**src/rtl/dmac_opctl_pkg.sv**
```systemverilog
package dmac_opctl_pkg;

  localparam int REG_W     = 16;
  localparam int EN_BIT    = 0;
  localparam int FLAG_LSB  = 1;
  localparam int NUM_FLAGS = 2;
  localparam int PRI_LSB   = 8;
  localparam int CMS_LSB   = 12;
  localparam logic [REG_W-1:0] RSVD_MASK = 16'hCCF8;

  typedef enum logic [1:0] {
    PACE_FREE = 2'd0,
    PACE_FAST = 2'd1,
    PACE_SLOW = 2'd2
  } pace_e;

  // Effective pacing: intermittent only with all channels in cycle steal.
  function automatic pace_e pace_decode(logic [1:0] cms, logic all_cs);
    pace_e m;
    m = PACE_FREE;
    if (all_cs) begin
      case (cms)
        2'b10:   m = PACE_FAST;
        2'b11:   m = PACE_SLOW;
        default: m = PACE_FREE;
      endcase
    end
    return m;
  endfunction

  // Counter reload after a permit: interval minus one, zero when unpaced.
  function automatic int unsigned pace_reload(pace_e m, int unsigned fast_ivl,
                                              int unsigned slow_ivl);
    int unsigned r;
    case (m)
      PACE_FAST: r = fast_ivl - 1;
      PACE_SLOW: r = slow_ivl - 1;
      default:   r = 0;
    endcase
    return r;
  endfunction

endpackage

```
**src/rtl/dmac_opctl_flag.sv**
```systemverilog
module dmac_opctl_flag (
  input  logic clk,
  input  logic por_n,
  input  logic mark_rst_n,
  input  logic set_i,
  input  logic rd_i,
  input  logic wr_i,
  input  logic wbit_i,
  output logic flag_o,
  output logic armed_o,
  output logic clr_o
);

  logic flag_q;
  logic armed_q;

  assign clr_o   = wr_i && !wbit_i && armed_q && flag_q && !set_i;
  assign flag_o  = flag_q;
  assign armed_o = armed_q;

  // Flag lives in the power-on domain only.
  always_ff @(posedge clk or negedge por_n) begin
    if (!por_n)      flag_q <= 1'b0;
    else if (set_i)  flag_q <= 1'b1;
    else if (clr_o)  flag_q <= 1'b0;
  end

  // Read-as-one marker: armed by a read seeing one, consumed by any write.
  always_ff @(posedge clk or negedge mark_rst_n) begin
    if (!mark_rst_n)            armed_q <= 1'b0;
    else if (wr_i)              armed_q <= 1'b0;
    else if (rd_i && flag_q)    armed_q <= 1'b1;
  end

  p_set_wins_r6: assert property (@(posedge clk) disable iff (!por_n)
    set_i |=> flag_q);

  p_no_clr_unarmed_r5: assert property (@(posedge clk) disable iff (!por_n)
    (flag_q && !armed_q) |=> flag_q);

  p_one_write_keeps_r4: assert property (@(posedge clk) disable iff (!por_n)
    (flag_q && wr_i && wbit_i) |=> flag_q);

endmodule

```
**src/rtl/dmac_opctl_pacer.sv**
```systemverilog
module dmac_opctl_pacer
  import dmac_opctl_pkg::*;
#(
  parameter int unsigned FAST_IVL = 16,
  parameter int unsigned SLOW_IVL = 64,
  localparam int CNT_W = $clog2(SLOW_IVL)
) (
  input  logic  clk,
  input  logic  rst_n,
  input  pace_e mode_i,
  input  logic  fire_i,
  output logic  ready_o,
  output logic  mode_chg_o
);

  pace_e            mode_q;
  logic [CNT_W-1:0] cnt_q;
  logic [CNT_W-1:0] reload;

  assign reload     = CNT_W'(pace_reload(mode_i, FAST_IVL, SLOW_IVL));
  assign mode_chg_o = (mode_i != mode_q);
  assign ready_o    = (mode_i == PACE_FREE) || (cnt_q == '0) || mode_chg_o;

  always_ff @(posedge clk or negedge rst_n) begin
    if (!rst_n) begin
      mode_q <= PACE_FREE;
      cnt_q  <= '0;
    end else begin
      mode_q <= mode_i;
      if (fire_i)             cnt_q <= reload;
      else if (mode_chg_o)    cnt_q <= '0;
      else if (cnt_q != '0)   cnt_q <= cnt_q - CNT_W'(1);
    end
  end

  p_gap_after_fire_r9: assert property (@(posedge clk) disable iff (!rst_n)
    (fire_i && mode_i != PACE_FREE) |=> (!ready_o || mode_chg_o));

  p_count_down_r10: assert property (@(posedge clk) disable iff (!rst_n)
    (cnt_q != '0 && !fire_i && !mode_chg_o) |=> (cnt_q == $past(cnt_q) - CNT_W'(1)));

  p_restart_r13: assert property (@(posedge clk) disable iff (!rst_n)
    (mode_chg_o && !fire_i) |=> (cnt_q == '0));

endmodule

```
**src/rtl/dmac_opctl.sv**
```systemverilog
module dmac_opctl
  import dmac_opctl_pkg::*;
#(
  parameter int          NUM_CH   = 8,
  parameter int unsigned FAST_IVL = 16,
  parameter int unsigned SLOW_IVL = 64
) (
  input  logic              clk,
  input  logic              por_n,
  input  logic              warm_rst_n,
  input  logic              reg_sel,
  input  logic              reg_wr,
  input  logic              reg_rd,
  input  logic [REG_W-1:0]  reg_wdata,
  output logic [REG_W-1:0]  reg_rdata,
  input  logic [NUM_CH-1:0] ch_cyc_steal,
  input  logic              addr_err_evt,
  input  logic              nmi_evt,
  input  logic              xfer_req,
  output logic              dma_enable,
  output logic [1:0]        chan_priority,
  output logic              xfer_permit
);

  logic                 wr_hit;
  logic                 rd_hit;
  logic                 mark_rst_n;
  logic [1:0]           cms_q;
  logic [1:0]           pri_q;
  logic                 en_q;
  logic [NUM_FLAGS-1:0] flag_q;
  logic [NUM_FLAGS-1:0] flag_armed;
  logic [NUM_FLAGS-1:0] flag_clr;
  logic [NUM_FLAGS-1:0] flag_set;
  logic                 all_cs;
  pace_e                pace_mode;
  logic                 pace_ready;
  logic                 pace_chg;
  logic                 flags_any;

  assign wr_hit     = reg_sel && reg_wr;
  assign rd_hit     = reg_sel && reg_rd;
  assign mark_rst_n = por_n && warm_rst_n;
  assign flag_set   = {addr_err_evt, nmi_evt};
  assign all_cs     = &ch_cyc_steal;
  assign pace_mode  = pace_decode(cms_q, all_cs);
  assign flags_any  = |flag_q;

  // Control fields: power-on domain only, untouched by manual reset.
  always_ff @(posedge clk or negedge por_n) begin
    if (!por_n) begin
      cms_q <= '0;
      pri_q <= '0;
      en_q  <= 1'b0;
    end else if (wr_hit) begin
      cms_q <= reg_wdata[CMS_LSB +: 2];
      pri_q <= reg_wdata[PRI_LSB +: 2];
      en_q  <= reg_wdata[EN_BIT];
    end
  end

  for (genvar g = 0; g < NUM_FLAGS; g++) begin : g_flag
    dmac_opctl_flag u_flag (
      .clk        (clk),
      .por_n      (por_n),
      .mark_rst_n (mark_rst_n),
      .set_i      (flag_set[g]),
      .rd_i       (rd_hit),
      .wr_i       (wr_hit),
      .wbit_i     (reg_wdata[FLAG_LSB + g]),
      .flag_o     (flag_q[g]),
      .armed_o    (flag_armed[g]),
      .clr_o      (flag_clr[g])
    );
  end

  dmac_opctl_pacer #(
    .FAST_IVL (FAST_IVL),
    .SLOW_IVL (SLOW_IVL)
  ) u_pacer (
    .clk        (clk),
    .rst_n      (mark_rst_n),
    .mode_i     (pace_mode),
    .fire_i     (xfer_permit),
    .ready_o    (pace_ready),
    .mode_chg_o (pace_chg)
  );

  always_comb begin
    reg_rdata                          = '0;
    reg_rdata[EN_BIT]                  = en_q;
    reg_rdata[FLAG_LSB +: NUM_FLAGS]   = flag_q;
    reg_rdata[PRI_LSB +: 2]            = pri_q;
    reg_rdata[CMS_LSB +: 2]            = cms_q;
  end

  assign dma_enable    = en_q;
  assign chan_priority = pri_q;
  assign xfer_permit   = xfer_req && en_q && !flags_any && pace_ready;

  p_rsvd_zero_r2: assert property (@(posedge clk) disable iff (!por_n)
    (reg_rdata & RSVD_MASK) == '0);

  p_field_store_r3: assert property (@(posedge clk) disable iff (!por_n)
    wr_hit |=> (cms_q == $past(reg_wdata[CMS_LSB +: 2]) &&
                pri_q == $past(reg_wdata[PRI_LSB +: 2]) &&
                en_q  == $past(reg_wdata[EN_BIT])));

  p_gate_r12: assert property (@(posedge clk) disable iff (!por_n)
    xfer_permit |-> (dma_enable && !flags_any));

  p_warm_keep_r7: assert property (@(posedge clk) disable iff (!por_n)
    (!warm_rst_n && !wr_hit) |=> ($stable(cms_q) && $stable(pri_q) && $stable(en_q)));

  p_unpaced_follow_r11: assert property (@(posedge clk) disable iff (!por_n)
    (!all_cs && xfer_req && en_q && !flags_any) |-> xfer_permit);

endmodule

```
**config.mk**
```make
export PLATFORM = sky130hd
export DESIGN_NAME = dmac_opctl
export DESIGN_NICKNAME = d
export VERILOG_FILES = /design/src/rtl/dmac_opctl_pkg.sv /design/src/rtl/dmac_opctl_flag.sv /design/src/rtl/dmac_opctl_pacer.sv /design/src/rtl/dmac_opctl.sv
export SDC_FILE = /design/constraint.sdc
export NUM_CORES = 1
export LEC_CHECK = 0
export BUFFER_PORTS_ARGS = -buffer_cell sky130_fd_sc_hd__buf_2
export CAP_MARGIN = 15
export CORE_AREA = 8 8 56 58
export DETAILED_ROUTE_END_ITERATION = 7
export DIE_AREA = 0 0 64 66
export GPL_TIMING_DRIVEN = 0
export PLACE_DENSITY = 0.83
export SETUP_SLACK_MARGIN = 0.5
export SLEW_MARGIN = 20
export SYNTH_ARGS = -nofsm -noshare
export SYNTH_HDL_FRONTEND = slang
export SYNTH_HIERARCHICAL = 1
export SYNTH_SLANG_ARGS = --single-unit
```
**constraint.sdc**
```tcl
create_clock -name clk -period 2.93 [get_ports clk]
set_input_delay 0.1465 -clock clk [delete_from_list [all_inputs] [get_ports clk]]
set_output_delay 0.1465 -clock clk [all_outputs]
set_load 0.02 [all_outputs]
```
==> run_results.csv, run 1 <==
group,metric,value,unit
placed_design,io_buffers,34,
outcome,status,"finished clean",
worst_setup_path,cp.required,2.78,ns
detailed_routing,wirelength,2100,um
synth,syn_area_per_cell,10.7,sq um
worst_setup_path,critPathKind,"reg -> out",
run,cap_viol_max_count,0,
floorplan,fp.dieW,64,um
power_and_ir_drop,total_leakage_power,0.685,nW
worst_setup_path,start_kind,"flip-flop",
grt,antenna_found_initial,0,
timing,finalMaxSlewViolations,0,
clocking,root_buffer,"clkbuf_4",
grt,overflow,0,
timing,fin_skew,0.00684,ns
layout,diodes,0,
detailed_routing,drc_errors,0,
timing,setup_tns,0,ns
clocking,clock_sinks,17,
clocking,clock_path_buffers,2,
timing,min_period,2.24,ns
layout,drive_gt1_share,43.9,%
floorplan,core_area,2320,sq um
placed_design,dp_slack,0.531,ns
detailed_routing,vias,765,
power_and_ir_drop,power,0.744,mW
worst_hold_path,hold_path.class,"in -> reg",
grt,grt_pass1_wl,3620,um
timing,final-hold-violation-count,0,
worst_setup_path,cp_max_fo,5,
worst_setup_path,end_kind,"output port",
placed_design,gp_congestion,0.772,
detailed_routing,ant_nets,0,
floorplan,rows,18,
floorplan,initial_core_util,42.1,%
clocking,clk_latency,0.28,ns
timing,timing.final.crit_share,76.4,%
grt,globalRouteTotalUtil,10.6,%
clocking,cts.clk_slew.worst_paths,0.09,ns
timing,setup_viol_count_final,0,
timing,rsz0062_at_grt,"false",
floorplan,die_area,4220,sq um
detailed_routing,dr.pass1.iters,4,
grt,first_global_vias,884,
clocking,cts_buffers,3,
placed_design,hpwl,1770,um
timing,setup_ws,0.692,ns
clocking,cts.htree.levels,1,
power_and_ir_drop,power-per-cell-area,580,nW/um^2
detailed_routing,wl_per_cell,12.4,um
detailed_routing,viasPerCell,4.53,
layout,area_delta_synth_final,31.3,%
worst_setup_path,crit_arrival,2.09,ns
floorplan,die_h,66,um
floorplan,ioPinCount,53,
layout,layout.nets,177,
synth,yosysWarningCount,6,
clocking,cts_tree,"yes",
power_and_ir_drop,ir_drop,0.357,mV
synth,syn_inst,91,
timing,max_freq,447,MHz
synth,syn-cell-area,976,sq um
detailed_routing,dr.first_iter.drc_count,12,
grt,grt_max_degree,11,
cell type report:
cell class                 count  area, sq um
multi-input combinational     64          489
tap                           30         37.5
sequential                    17          425
inverter                       6         22.5
timing repair buffer          36          190
buffer                        12         90.1
clock buffer                   4         26.3
fill                         209         1040
cells in the final DEF, fill, tap and decap left out, drive strengths merged, types with 3 or more instances in the layout:
master and count:
xnor2 6, clkbuf 4, inv 6, nand2 8, mux2 5, dfrtp 17, nor2 5, conb 9
and2 3, buf 46, o21ai 6, ha 4
what timing repair did:
item	4_1_cts	5_1_grt
setup endpoints to repair	2	6
buffers inserted	0	0
hold endpoints to repair	17	0
gates resized for setup	1	2
hold buffers	2	0
worst max-delay path, stage by stage (launching register included):
cell	delay (ns)
dfrtp_1	0.38
nand3_1	0.15
nor4_2	0.38
inv_1	0.13
ha_1	0.22
nor2_1	0.10
nand2_1	0.06
and4_1	0.22
buf_2	0.17
metal layers:
metal / wire length, um / vias to the layer above / track usage [%] / share of wire [%]
met5: 0 / - / 0 / 0
met4: 12 / 0 / 5.01 / 0.57
met3: 219 / 2 / 4.92 / 10
met2: 1050 / 37 / 18.9 / 50
met1: 818 / 348 / 10.0 / 39
li1: - / 378 / - / -
state kept, by name (all words and copies together), names as in the netlist:
signal	count
u_pacer/cnt_q	6
chan_priority	2
cms_q	2
g_flag.u_flag/armed_o	2
g_flag.u_flag/flag_o	2
u_pacer/mode_q	2
dma_enable	1
final timing paths:
kind	from	to	slack, ns	depth (start not counted)
min in group asynchronous	por_n	dma_enable	0.23	2
hold reg to reg	cms_q[1]	cms_q[1]	0.55	1
hold / removal	addr_err_evt	g_flag[1].u_flag/flag_o	0.04	2
setup / recovery	cms_q[1]	xfer_permit	0.69	8
max in group asynchronous	por_n	u_pacer/cnt_q[2]	2.04	3
setup reg to reg	cms_q[1]	u_pacer/cnt_q[2]	0.70	10
through the flow:
| stage | util (%) | hold WS, ns | cells | cell area [sq um] |
|---|---|---|---|---|
| 2_1_floorplan | - | -0.149 | 99 | 1010 |
| 3_3_place_gp | 52.3 | -0.0117 | 163 | 1210 |
| 3_5_place_dp | 52.3 | -0.00183 | 163 | 1210 |
| 4_1_cts | 54.6 | 0.0261 | 169 | 1270 |
| 5_1_grt | 55.2 | 0.0278 | 169 | 1280 |
| 6_report | 55.2 | 0.0368 | 169 | 1280 |
report_power, final:
part,switching [mW],internal [mW],total (mW)
Sequential,0.0533,0.294,0.347
Clock,0.0677,0.0528,0.121
Combinational,0.135,0.140,0.276
Power figures use the tool's default switching activity.
==> inputs of run 2 (changes only) <==
Settings changed: ABC_AREA set to 1, CORE_AREA 8 8 56 58 to 8 8 61 63, DIE_AREA 0 0 64 66 to 0 0 69 71, PLACE_DENSITY 0.83 to 0.77.
Clock period 2.93 ns to 1.8 ns, I/O delays scaled along.
==> run_results.csv, run 2 <==
group,metric,value,unit
outcome,status,"finished with violations",
outcome,violations,"setup timing",
worst_setup_path,cp.required,1.71,ns
worst_setup_path,critPathKind,"reg -> out",
floorplan,die_area,4900,sq um
timing,max_freq,555,MHz
power_and_ir_drop,power-per-cell-area,850,nW/um^2
synth,syn_area_per_cell,7.92,sq um
placed_design,place_area,1330,sq um
timing,min_period,1.80,ns
detailed_routing,viasPerCell,4.20,
detailed_routing,vias,1008,
placed_design,io_buffers,34,
power_and_ir_drop,total_leakage_power,0.891,nW
layout,top_register,"u_pacer/cnt_q",
floorplan,die_h,71,um
floorplan,core_area,2850,sq um
clocking,cts_buffers,3,
detailed_routing,ant_nets,0,
timing,timing.final.crit_share,100,%
floorplan,initial_core_util,37.5,%
worst_hold_path,whs_endpoint,"cms_q[0]",
worst_setup_path,reg2reg_to,"u_pacer/cnt_q[1]",
detailed_routing,wl_per_cell,11.3,um
grt,grt_pass1_wl,4370,um
grt,globalRouteTotalUtil,10.4,%
clocking,clock_path_buffers,2,
worst_setup_path,r2r_setup_slack,-0.003,ns
layout,final_cell_mix,"42 x nand2_1, 33 x buf_2, 22 x buf_4, 15 x dfrtp_1, 12 x inv_1",
synth,yosysWarningCount,6,
layout,post-route-util,57.9,%
layout,diodes,0,
worst_hold_path,hold_path.class,"in -> reg",
floorplan,rows,20,
grt,first_global_vias,1036,
detailed_routing,drc_errors,0,
worst_setup_path,crit_arrival,1.71,ns
run,cap_viol_max_count,0,
layout,largest_reg_flops,6,
worst_hold_path,worstHoldStart,"reg_wdata[12]",
timing,final-hold-violation-count,0,
synth,syn-cell-area,1070,sq um
synth,syn_inst,135,
clocking,cts.clk_slew.worst_paths,0.09,ns
layout,final_common_cell,"nand2_1",
worst_setup_path,reg2reg_depth,14,
power_and_ir_drop,ir_drop,0.438,mV
clocking,cts.htree.levels,1,
placed_design,gp_congestion,0.770,
timing,rsz0062_at_grt,"true",
placed_design,hpwl,1870,um
timing,setup_ws,-0.00263,ns
layout,area_delta_synth_final,54.3,%
worst_setup_path,cp-startpoint,"cms_q[0]",
layout,drive_gt1_share,46.4,%
layout,layout.nets,245,
floorplan,fp.dieW,69,um
clocking,clk_latency,0.28,ns
worst_setup_path,reg2reg_from,"cms_q[0]",
worst_setup_path,start_kind,"flip-flop",
grt,grt_max_degree,11,
timing,fin_skew,0.00174,ns
grt,overflow,0,
timing,finalMaxSlewViolations,0,
detailed_routing,dr.pass1.iters,4,
clocking,cts_tree,"yes",
grt,antenna_found_initial,0,
worst_hold_path,hold_depth,3,
worst_setup_path,cp_max_fo,4,
detailed_routing,wirelength,2700,um
layout,finalInstanceArea,1650,sq um
clocking,root_buffer,"clkbuf_4",
clocking,clock_sinks,17,
timing,setup_viol_count_final,3,
worst_setup_path,end_kind,"output port",
floorplan,ioPinCount,53,
detailed_routing,dr.first_iter.drc_count,20,
[run 2: worst max-delay path by stage]
stage / slack [ns] / endpoint
after global routing: -0.11 / xfer_permit
after floorplan: -0.004 / u_pacer/cnt_q[0]
after global placement: 0.004 / u_pacer/cnt_q[1]
final: -0.003 / xfer_permit
after CTS: -0.002 / u_pacer/cnt_q[1]
after detailed placement: -0.02 / u_pacer/cnt_q[1]
[run 2: critical path: stages (launching register included)]
cell and delay [ns]:
dfrtp_2 0.43, inv_2 0.07, nand2_2 0.06, nor2_4 0.12
inv_2 0.08, nand2_2 0.09, nand2_4 0.06, nand2_4 0.06
nor2_2 0.03, nand2_1 0.06, nand2_2 0.07, nor2_4 0.16
buf_6 0.14
[run 2: through the flow]
step           hold slack, ns  instances  setup TNS [ns]  power [mW]  worst slack, ns
2_1_floorplan          -0.206        143        -0.00774       0.978         -0.00387
3_3_place_gp          -0.0571        210               0        1.09          0.00404
3_5_place_dp          -0.0567        210         -0.0350        1.10          -0.0195
4_1_cts                0.0105        236        -0.00182        1.39         -0.00182
5_1_grt                0.0176        240          -0.505        1.52           -0.105
6_report               0.0197        240        -0.00507        1.40         -0.00263
[run 2: what timing repair did]
action / 4_1_cts / 5_1_grt
pin swaps: 12 / 9
hold buffers: 8 / 0
hold endpoints to repair: 23 / 0
setup endpoints to repair: 7 / 8
buffers inserted: 14 / 4
resized for setup: 17 / 4
[run 2: where the power goes]
part / switching, mW / internal (mW)
clock: 0.113 / 0.0860
combinational: 0.345 / 0.302
sequential: 0.0792 / 0.478
total: 0.537 / 0.866
[run 2: per-layer routing]
metal / GRT usage, % / part of all wire [%] / routed length [um] / up-vias
met2: 19.3 / 53 / 1440 / 20
li1: - / - / - / 533
met5: 0 / 0 / 0 / -
met3: 2.94 / 4.8 / 130 / 2
met4: 4.10 / 0.48 / 13 / 0
met1: 10.8 / 41 / 1120 / 453
[run 2: area by class of cell]
| type | count | area [sq um] |
|---|---|---|
| clock buffer | 4 | 26.3 |
| inverter | 17 | 63.8 |
| fill | 260 | 1200 |
| multi-input combinational | 97 | 579 |
| tap | 33 | 41.3 |
| sequential | 17 | 428 |
| timing repair buffer | 60 | 422 |
| buffer | 12 | 90.1 |
==> inputs of run 3 (changes only) <==
Settings changed: BUFFER_PORTS_ARGS -buffer_cell sky130_fd_sc_hd__buf_2 to -buffer_cell sky130_fd_sc_hd__buf_4.
==> run_results.csv, run 3 (synthesis results as in run 2) <==
group,metric,value,unit
outcome,status,"finished clean",
clocking,cts_tree,"yes",
worst_hold_path,hold_depth,3,
layout,area_delta_synth_final,54.9,%
worst_setup_path,cp_max_fo,4,
worst_hold_path,hold_path.class,"in -> reg",
grt,globalRouteTotalUtil,11.0,%
layout,diodes,0,
layout,multi_input_area,586,sq um
worst_setup_path,reg2reg_from,"cms_q[0]",
power_and_ir_drop,power,1.40,mW
floorplan,core_area,2850,sq um
timing,fin_skew,0.00112,ns
detailed_routing,vias,1031,
layout,top_register,"u_pacer/cnt_q",
placed_design,hpwl,1850,um
timing,rsz0062_at_grt,"true",
power_and_ir_drop,power_frac_clock,14.6,%
worst_setup_path,r2r_setup_slack,0.03,ns
clocking,cts_buffers,3,
power_and_ir_drop,pwr-share-seq,40.3,%
layout,seqCellArea,428,sq um
floorplan,die_area,4900,sq um
worst_setup_path,cp.required,1.71,ns
placed_design,dp_cells,210,
placed_design,gp_congestion,0.752,
layout,final_cell_mix,"56 x buf_4, 40 x nand2_1, 15 x dfrtp_1, 12 x inv_1",
clocking,clock_path_buffers,2,
power_and_ir_drop,combinationalPowerShare,45.2,%
clocking,root_buffer,"clkbuf_4",
placed_design,io_buffers,34,
clocking,clk_latency,0.29,ns
floorplan,initial_core_util,37.5,%
worst_hold_path,worstHoldStart,"reg_wdata[12]",
worst_setup_path,critPathKind,"reg -> out",
floorplan,rows,20,
timing,setup_ws,0.0156,ns
timing,max_freq,560,MHz
run,cap_viol_max_count,0,
detailed_routing,dr.pass1.iters,4,
layout,final_cells,233,
floorplan,fp.dieW,69,um
layout,final_common_cell,"buf_4",
power_and_ir_drop,netSwitchingFraction,39.1,%
layout,layout.nets,238,
clocking,clock_sinks,17,
detailed_routing,ant_nets,0,
grt,overflow,0,
worst_setup_path,reg2reg_depth,14,
layout,drive_gt1_share,45.5,%
placed_design,dp_slack,-0.0209,ns
layout,final.fill_count,251,
detailed_routing,dr.first_iter.drc_count,24,
power_and_ir_drop,internal_power,0.852,mW
worst_hold_path,whs_endpoint,"cms_q[0]",
worst_setup_path,crit_arrival,1.69,ns
floorplan,ioPinCount,53,
timing,min_period,1.78,ns
grt,first_global_vias,1056,
power_and_ir_drop,switchingPower,0.547,mW
worst_setup_path,reg2reg_to,"u_pacer/cnt_q[1]",
floorplan,die_h,71,um
detailed_routing,wl_per_cell,12.1,um
power_and_ir_drop,ir_drop,0.545,mV
grt,grt_pass1_wl,4590,um
detailed_routing,viasPerCell,4.42,
detailed_routing,drc_errors,0,
layout,largest_reg_flops,6,
timing,timing.final.crit_share,99.1,%
clocking,cts.htree.levels,1,
timing,final-hold-violation-count,0,
clocking,cts.clk_slew.worst_paths,0.09,ns
timing,setup_viol_count_final,0,
power_and_ir_drop,power-per-cell-area,844,nW/um^2
timing,finalMaxSlewViolations,0,
worst_setup_path,end_kind,"output port",
grt,antenna_found_initial,0,
detailed_routing,wirelength,2830,um
power_and_ir_drop,total_leakage_power,0.879,nW
grt,grt_max_degree,11,
worst_setup_path,start_kind,"flip-flop",
[run 3: cell types whose count changed in the layout (fill, tap and decap cells not counted), sizes merged]
cell / before / now
buf: 64 / 57
[run 3: worst max-delay path by stage]
stage                  start                to  slack (ns)  depth (start not counted)
global placement    cms_q[0]  u_pacer/cnt_q[0]       0.001                         14
global route        cms_q[0]       xfer_permit       -0.12                         11
CTS                 cms_q[0]  u_pacer/cnt_q[1]        0.02                         14
floorplan           cms_q[0]  u_pacer/cnt_q[0]      -0.004                         15
detailed placement  cms_q[0]  u_pacer/cnt_q[1]       -0.02                         14
finish              cms_q[0]       xfer_permit        0.02                         12
[run 3: timing repair]
action	in CTS	in global routing
resized for setup	9	5
hold buffers	8	0
gates cloned	0	0
setup buffers	7	4
setup endpoints to repair	7	7
endpoints found under the hold margin	23	0
pin swaps	8	5
[run 3: cell type report]
cell class	count	area share, %
multi-input combinational	97	35.3
sequential	17	25.8
timing repair buffer	53	25.5
buffer	12	5.44
inverter	17	3.85
tap	33	2.49
clock buffer	4	1.59
[run 3: critical path: stages (launching register included)]
cell     delay, ns
dfrtp_2       0.44
inv_2         0.07
nand2_2       0.06
nor2_4        0.11
inv_2         0.08
nand2_2       0.08
nand2_4       0.06
nand2_4       0.06
nor2_2        0.04
nand2_1       0.06
nand2_2       0.06
nor2_4        0.15
buf_6         0.14
[run 3: metal layers]
layer | track usage, % | vias to the layer above | routed length [um]
li1 | - | 520 | -
met1 | 11.9 | 477 | 1130
met2 | 19.8 | 27 | 1510
met3 | 3.08 | 7 | 126
met4 | 4.56 | 0 | 59
met5 | 0 | - | 0
[run 3: per-stage QoR]
step / hold slack [ns] / TNS (ns) / cell area [sq um] / util [%]
5_1_grt: 0.0142 / -0.598 / 1660 / 58.1
3_5_place_dp: -0.0842 / -0.0412 / 1410 / 49.6
3_3_place_gp: -0.0845 / 0 / 1410 / 49.6
4_1_cts: 0.000649 / 0 / 1610 / 56.4
6_report: 0.00469 / 0 / 1660 / 58.1
2_1_floorplan: -0.206 / -0.00774 / 1120 / -
[run 3: power by group through the flow]
stage	clock, mW	combinational, mW	sequential (mW)
after floorplan	0	0.406	0.571
after global placement	0	0.553	0.564
after detailed placement	0	0.564	0.565
after CTS	0.209	0.594	0.559
after global routing	0.234	0.698	0.573
final	0.204	0.631	0.563
